===== src/rtl/xlat_pkg.sv =====
package xlat_pkg;
   typedef enum logic [1:0] {
      WK_IDLE = 2'd0,
      WK_REQ  = 2'd1,
      WK_WAIT = 2'd2,
      WK_FILL = 2'd3
   } walk_st_e;
endpackage


===== src/rtl/xlat_match.sv =====
module xlat_match #(
   parameter int ENTRIES = 16,
   parameter int IDX_W   = 12,
   localparam int SEL_W  = $clog2(ENTRIES)
) (
   input  logic                clk,
   input  logic                rst_n,
   input  logic [ENTRIES-1:0]  vld,
   input  logic [IDX_W-1:0]    keys [ENTRIES],
   input  logic [IDX_W-1:0]    probe,
   input  logic                block,
   output logic                any_hit,
   output logic [SEL_W-1:0]    hit_sel
);
   logic [ENTRIES-1:0] hit_vec;

   // one comparator per slot, all in parallel
   for (genvar g = 0; g < ENTRIES; g++) begin : g_cmp
      assign hit_vec[g] = vld[g] && (keys[g] == probe) && !block;
   end

   assign any_hit = |hit_vec;

   always_comb begin
      hit_sel = '0;
      for (int i = 0; i < ENTRIES; i++) begin
         if (hit_vec[i]) hit_sel = hit_sel | SEL_W'(i);
      end
   end

   // a key is never resident twice
   a_r2_single_match: assert property (@(posedge clk) disable iff (!rst_n)
      $onehot0(hit_vec));
endmodule


===== src/rtl/xlat_lru.sv =====
module xlat_lru #(
   parameter int ENTRIES = 16,
   localparam int SEL_W  = $clog2(ENTRIES)
) (
   input  logic               clk,
   input  logic               rst_n,
   input  logic [ENTRIES-1:0] vld,
   input  logic               touch,
   input  logic [SEL_W-1:0]   touch_sel,
   output logic [SEL_W-1:0]   victim_sel
);
   localparam logic [SEL_W-1:0] OLDEST = SEL_W'(ENTRIES - 1);

   logic [SEL_W-1:0] age_q [ENTRIES];
   logic [SEL_W-1:0] ref_age;

   assign ref_age = age_q[touch_sel];

   for (genvar g = 0; g < ENTRIES; g++) begin : g_age
      always_ff @(posedge clk or negedge rst_n) begin
         if (!rst_n) begin
            age_q[g] <= SEL_W'(g);
         end else if (touch) begin
            if (touch_sel == SEL_W'(g))  age_q[g] <= '0;
            else if (age_q[g] < ref_age) age_q[g] <= age_q[g] + 1'b1;
         end
      end
   end

   // lowest empty slot first, otherwise the oldest live slot
   always_comb begin
      logic found;
      found      = 1'b0;
      victim_sel = '0;
      for (int i = ENTRIES - 1; i >= 0; i--) begin
         if (!vld[i]) begin
            victim_sel = SEL_W'(i);
            found      = 1'b1;
         end
      end
      if (!found) begin
         for (int i = 0; i < ENTRIES; i++) begin
            if (age_q[i] == OLDEST) victim_sel = SEL_W'(i);
         end
      end
   end

   logic [ENTRIES-1:0] youngest;
   always_comb begin
      for (int i = 0; i < ENTRIES; i++) youngest[i] = (age_q[i] == '0);
   end

   // ages stay a permutation, exactly one youngest slot
   a_r7_one_youngest: assert property (@(posedge clk) disable iff (!rst_n)
      $countones(youngest) == 1);
   // a used slot becomes the youngest
   a_r7_touch_young: assert property (@(posedge clk) disable iff (!rst_n)
      touch |=> age_q[$past(touch_sel)] == '0);
endmodule


===== src/rtl/xlat_walk.sv =====
module xlat_walk
   import xlat_pkg::*;
(
   input  logic clk,
   input  logic rst_n,
   input  logic miss_go,
   input  logic walk_ack,
   input  logic walk_defined,
   output logic idle,
   output logic walk_req,
   output logic take_rsp,
   output logic fill_go,
   output logic fault_go
);
   walk_st_e st_q, st_d;

   always_comb begin
      st_d = st_q;
      unique case (st_q)
         WK_IDLE: if (miss_go) st_d = WK_REQ;
         WK_REQ:  st_d = WK_WAIT;
         WK_WAIT: if (walk_ack) st_d = walk_defined ? WK_FILL : WK_IDLE;
         WK_FILL: st_d = WK_IDLE;
         default: st_d = WK_IDLE;
      endcase
   end

   always_ff @(posedge clk or negedge rst_n) begin
      if (!rst_n) st_q <= WK_IDLE;
      else        st_q <= st_d;
   end

   assign idle     = (st_q == WK_IDLE);
   assign walk_req = (st_q == WK_REQ);
   assign take_rsp = (st_q == WK_WAIT) && walk_ack && walk_defined;
   assign fault_go = (st_q == WK_WAIT) && walk_ack && !walk_defined;
   assign fill_go  = (st_q == WK_FILL);

   // the table request lasts one cycle
   a_r3_req_pulse: assert property (@(posedge clk) disable iff (!rst_n)
      walk_req |=> !walk_req);
endmodule


===== src/rtl/xlat_cache.sv =====
module xlat_cache #(
   parameter int ENTRIES = 16,
   parameter int IDX_W   = 12,
   parameter int BASE_W  = 16,
   localparam int SEL_W  = $clog2(ENTRIES)
) (
   input  logic              clk,
   input  logic              rst_n,
   input  logic              flush,
   input  logic              lookup_valid,
   input  logic [IDX_W-1:0]  lookup_key,
   output logic              lookup_ready,
   output logic              done,
   output logic              hit,
   output logic              fault,
   output logic [BASE_W-1:0] base_out,
   output logic              walk_req,
   output logic [IDX_W-1:0]  walk_key,
   input  logic              walk_ack,
   input  logic              walk_defined,
   input  logic [BASE_W-1:0] walk_base
);
   if (ENTRIES < 2 || ENTRIES > 64) begin : g_bad_entries
      $error("xlat_cache: ENTRIES must lie in 2..64");
   end
   if (IDX_W < 1 || BASE_W < 1) begin : g_bad_width
      $error("xlat_cache: IDX_W and BASE_W must be positive");
   end

   logic [ENTRIES-1:0] vld_q;
   logic [IDX_W-1:0]   key_q  [ENTRIES];
   logic [BASE_W-1:0]  base_q [ENTRIES];
   logic [IDX_W-1:0]   pend_key_q;
   logic [BASE_W-1:0]  pend_base_q;

   logic             idle, take_rsp, fill_go, fault_go;
   logic             any_hit, accept, hit_now, miss_now, keep_fill;
   logic [SEL_W-1:0] hit_sel, victim_sel, touch_sel;

   assign lookup_ready = idle;
   assign accept       = lookup_valid && idle;
   assign hit_now      = accept && any_hit;
   assign miss_now     = accept && !any_hit;
   assign keep_fill    = fill_go && !flush;
   assign touch_sel    = hit_now ? hit_sel : victim_sel;
   assign walk_key     = pend_key_q;

   xlat_match #(.ENTRIES(ENTRIES), .IDX_W(IDX_W)) u_match (
      .clk(clk), .rst_n(rst_n), .vld(vld_q), .keys(key_q),
      .probe(lookup_key), .block(flush),
      .any_hit(any_hit), .hit_sel(hit_sel));

   xlat_lru #(.ENTRIES(ENTRIES)) u_lru (
      .clk(clk), .rst_n(rst_n), .vld(vld_q),
      .touch(hit_now || keep_fill), .touch_sel(touch_sel),
      .victim_sel(victim_sel));

   xlat_walk u_walk (
      .clk(clk), .rst_n(rst_n), .miss_go(miss_now),
      .walk_ack(walk_ack), .walk_defined(walk_defined),
      .idle(idle), .walk_req(walk_req), .take_rsp(take_rsp),
      .fill_go(fill_go), .fault_go(fault_go));

   // slot storage
   for (genvar g = 0; g < ENTRIES; g++) begin : g_slot
      always_ff @(posedge clk or negedge rst_n) begin
         if (!rst_n) begin
            vld_q[g]  <= 1'b0;
            key_q[g]  <= '0;
            base_q[g] <= '0;
         end else if (flush) begin
            vld_q[g]  <= 1'b0;
         end else if (fill_go && victim_sel == SEL_W'(g)) begin
            vld_q[g]  <= 1'b1;
            key_q[g]  <= pend_key_q;
            base_q[g] <= pend_base_q;
         end
      end
   end

   // pending miss
   always_ff @(posedge clk or negedge rst_n) begin
      if (!rst_n) begin
         pend_key_q  <= '0;
         pend_base_q <= '0;
      end else begin
         if (miss_now) pend_key_q  <= lookup_key;
         if (take_rsp) pend_base_q <= walk_base;
      end
   end

   // result register
   always_ff @(posedge clk or negedge rst_n) begin
      if (!rst_n) begin
         done     <= 1'b0;
         hit      <= 1'b0;
         fault    <= 1'b0;
         base_out <= '0;
      end else begin
         done  <= hit_now || fill_go || fault_go;
         hit   <= hit_now;
         fault <= fault_go;
         if (hit_now)      base_out <= base_q[hit_sel];
         else if (fill_go) base_out <= pend_base_q;
         else              base_out <= '0;
      end
   end

   // a hit answers next cycle without the table
   a_r2_hit_direct: assert property (@(posedge clk) disable iff (!rst_n)
      (lookup_valid && lookup_ready && any_hit) |=> (done && hit && !walk_req));
   // fault and hit never together
   a_r8_fault_not_hit: assert property (@(posedge clk) disable iff (!rst_n)
      fault |-> (done && !hit));
   // flush empties every slot
   a_r9_flush_clears: assert property (@(posedge clk) disable iff (!rst_n)
      flush |=> (vld_q == '0));
   // no lookup taken while the table read is outstanding
   a_r11_busy_after_req: assert property (@(posedge clk) disable iff (!rst_n)
      walk_req |-> !lookup_ready);
endmodule


===== config.mk =====
export PLATFORM = sky130hd
export DESIGN_NAME = xlat_cache
export DESIGN_NICKNAME = d
export VERILOG_FILES = /design/src/rtl/xlat_pkg.sv /design/src/rtl/xlat_match.sv /design/src/rtl/xlat_lru.sv /design/src/rtl/xlat_walk.sv /design/src/rtl/xlat_cache.sv
export SDC_FILE = /design/constraint.sdc
export NUM_CORES = 1
export LEC_CHECK = 0
export BUFFER_PORTS_ARGS = -buffer_cell sky130_fd_sc_hd__buf_2
export CELL_PAD_IN_SITES_DETAIL_PLACEMENT = 0
export CELL_PAD_IN_SITES_GLOBAL_PLACEMENT = 1
export CORE_UTILIZATION = 54
export CTS_BUF_LIST = sky130_fd_sc_hd__clkbuf_4 sky130_fd_sc_hd__clkbuf_8
export CTS_CLUSTER_DIAMETER = 100
export CTS_CLUSTER_SIZE = 10
export DETAILED_ROUTE_END_ITERATION = 8
export HOLD_SLACK_MARGIN = 0.12
export PLACE_DENSITY_LB_ADDON = 0.08
export SYNTH_ARGS = -nofsm -noshare
export SYNTH_HDL_FRONTEND = slang
export SYNTH_HIERARCHICAL = 1
export SYNTH_SLANG_ARGS = --single-unit

===== constraint.sdc =====
create_clock -name clk -period 7 [get_ports clk]
set_input_delay 0 -clock clk [delete_from_list [all_inputs] [get_ports clk]]
set_output_delay 0 -clock clk [all_outputs]
set_load 0.02 [all_outputs]

==> results_dict.tcl <==
set metrics [dict create \
    post-route-util_pct 58.8 \
    critPathArrivalTime_ns 6.70 \
    cp-start-kind "input pin" \
    yosys.area_share.simple_pct 7.99 \
    cts_buffers 67 \
    rsz0062_at_grt "no" \
    routedWlPerCell_um 25.2 \
    startpoint "lookup_key[11]" \
    cp_num_buf_inv 7 \
    hold_viol 0 \
    crit_chain "dlygate4sd3_1 > buf_2 > buf_4 > xor2_1 > nor4_1 > nand4_1 > and4b_1 > nand4_1 > nand3_1 > inv_1 > nand2_1 > nand2_1 > buf_4 > mux4_2 > mux4_2 > inv_1 > buf_4 > ha_1 > o21ai_0 > nand2b_1 > a211oi_1 > a31oi_1 > or4b_1 > nand2_1" \
    drv_cap 0 \
    preCtsSetupSlack_ns 0.842 \
    setup_viol 0 \
    async_flop_share_pct 100 \
    dieHeight_um 237 \
    io_pins 67 \
    num_rows 85 \
    cp.depth 24 \
    synth_edf_count 0 \
    ys_warn_count 6 \
    yosys.area.top_type "dfrtp_1" \
    r2r_start "key_q[63]$_DFFE_PN0P_" \
    grt-ovfl-total 0 \
    grt_pass1_wl_mm 122 \
    vias_per_cell 6.23 \
    drive_above_1_share_pct 31.0 \
    yosys.cell_types.count 77 \
    vias 19300 \
    worst_hold_path_type "input pin to flop" \
    grt_pass1_vias 20000 \
    ctsRootBufferMaster "clkbuf_8" \
    setup_ws_ns 0.885 \
    fin_tns_setup_ns 0 \
    synthMostInstantiatedCell "dfrtp_1" \
    cpPeakStageDelay_ns 0.63 \
    endpoint_kind "flop" \
    cts_hold_buffers 48 \
    die_x_um 237 \
    ctsLongestPathBuffers 3 \
    crit_type "input pin to flop" \
    relSlewSlack_pct 22.4 \
    muxShareOfSynthArea_pct 24.4 \
    synthAdderAreaFrac_pct 2.68 \
    fillers 4445 \
    start_util_pct 55.0 \
    rr_endpoint "u_lru/age_q[30]$_DFFE_PN0P_" \
    synth_xor_area_share_pct 5.97 \
    synth_compound_area_share_pct 6.24 \
    status "complete, no violations" \
    htreeDepth 3 \
    tightestPinTransition_ns 1.16 \
    fin_skew_ns 0.0400 \
    syn_area_per_cell_sq_um 12.8 \
    synthTopCellsByArea "dfrtp_1 46%, mux2_2 14%, xnor2_1 4.5%, mux4_2 4.3%, dfstp_2 2.8%" \
    seq_area_frac_synth_pct 48.5 \
    numPortBuffers 66 \
    syn-cell-area_sq_mm 0.0298 \
    cts_setup_buffers 0 \
    ctsResizeCount 0 \
    synth_top_family_by_area "multiplexers" \
    ys_ff_latch 577 \
    synth_ff_type "dfrtp_1" \
    synth_common_cells "545 x dfrtp_1, 376 x mux2_2, 153 x xnor2_1, 128 x nand2_1, 72 x nand3_1" \
    tritoncts "built" \
    syn2layout_area_growth_pct 6.89 \
    antenna_found_initial 0 \
    period_minus_slack_ns 6.12 \
    cp.required_ns 7.59 \
    drt_wl_total_mm 78.2 \
    drt_iter0_markers 1466 \
    reg2regPathDepth 21 \
    r2r_slack_ns 0.96 \
    clock_sinks 577 \
    p_per_area_mw_per_mm2 240 \
    antennaDiodeCount 0 \
    dr.pass1.iters 5 \
    synthCells 2325 \
    grt_max_degree 174 \
    fp.coreArea_sq_mm 0.0542 \
    nets 2485 \
    clk_latency_ns 0.68 \
    slew_violations 0 \
    p_leak_nw 15.0 \
    hpwl_mm 47.3 \
    period_share_pct 87.4 \
    clkTransAtPathRegs_ns 0.08 \
    routabilityCongestion 0.855 \
    timing.fmax_mhz 164 \
    path_delay_family "simple AND/OR/NAND/NOR gates" \
    track_usage_pct 28.5 \
    worstPathMaxFanout 18 \
    drcViolationCount 0 \
    crit_path_end "u_lru/age_q[30]$_DFFE_PN0P_" \
    synth_top_area_share_pct 45.7 \
    synth.net_count 2423 \
    hold_ws_ns 0.165 \
    drt.antenna.violating_nets 0 \
    ir_worst_vdd_uv 275 \
    crit_slowest_cell "nand2_1" \
    die_area_sq_mm 0.0562 \
]
cells in the final DEF (no fill, tap or decap), drive strengths merged, types with 6 or more instances in the layout:
cell type	instances
mux4	57
clkbuf	81
dfrtp	545
a211o	13
inv	49
nor3b	6
a211oi	15
a22oi	31
mux2	469
a21oi	59
nand4	48
and3	26
nor2	37
a32o	6
a21o	27
o211ai	10
nand3b	14
dfstp	32
or3	8
and4	6
a22o	7
nor3	11
nand2b	19
ha	64
o21ai	54
xnor2	158
nand2	128
buf	99
xor2	41
nand3	72
dlygate4sd3	47
nor2b	15
a31oi	7
mux2i	54
nor4	27
worst register-to-register path: cells and delay by family (launching register included):
family                     cells  cell delay, ns
muxes                          2            0.75
AOI/OAI and AO/OA              3            0.58
adders and majority gates      1            0.27
xor gates and xnor gates       1            0.15
buffers and inverters          4            1.10
and+or+nand+nor               10            2.68
DFF                            1            0.41
state kept, by name (all words and copies together), names as in the netlist:
register	flops
key_q	192
done	1
fault	1
walk_key	12
u_walk/st_q	2
pend_base_q	16
base_q	256
hit	1
base_out	16
u_lru/age_q	64
vld_q	16
where the power goes:
part	total [W]	switching [W]	internal [W]
clock network	0.00218	0.00122	0.000970
registers	0.00419	0.000621	0.00357
logic	0.00128	0.000704	0.000577
cell families (layout without fill, tap and decap cells):
family,after synthesis,after routing
AOI/OAI and AO/OA,270,270
xor gates and xnor gates,199,199
adders and majority gates,64,64
buffers and inverters,198,278
DFF,577,577
muxes,580,580
and+or+nand+nor,437,437
final cells by class:
class | instances | area [sq um] | area share [%]
clock buffer | 81 | 1040 | 3.26
multi-input combinational | 1550 | 14100 | 44.4
timing repair buffer | 146 | 1120 | 3.50
tap | 696 | 871 | 2.73
clock inverter | 6 | 62.6 | 0.196
inverter | 45 | 169 | 0.530
sequential | 577 | 14500 | 45.4
metal layers:
metal  vias to the layer above  GRT usage (%)  share of wire, %
met5                         -              0                 0
met4                         0           7.34               2.1
met3                       122           3.50               3.9
met2                       448           46.4                48
met1                     10200           40.6                46
li1                       8548              -                 -
through the flow:
step	instances	instance area, sq um	power [W]
2_1_floorplan	2325	29800	0.00491
3_3_place_gp	2966	30300	0.00546
3_5_place_dp	2966	30300	0.00551
4_1_cts	3101	31900	0.00773
5_1_grt	3101	31900	0.00803
6_report	3101	31900	0.00766
how the worst min path moves through the flow:
stage	from	end	slack [ns]	cells past startpoint
6_report	walk_base[9]	pend_base_q[9]$_DFFE_PN0P_	0.16	3
5_1_grt	walk_base[11]	pend_base_q[11]$_DFFE_PN0P_	0.13	3
4_1_cts	walk_base[11]	pend_base_q[11]$_DFFE_PN0P_	0.13	3
3_5_place_dp	rst_n	u_lru/age_q[39]$_DFFE_PN0P_	0.09	1
3_3_place_gp	rst_n	u_lru/age_q[39]$_DFFE_PN0P_	0.08	1
2_1_floorplan	rst_n	base_out[0]$_DFF_PN0_	-0.30	0
No activity file was read; power rests on OpenSTA's default activity.
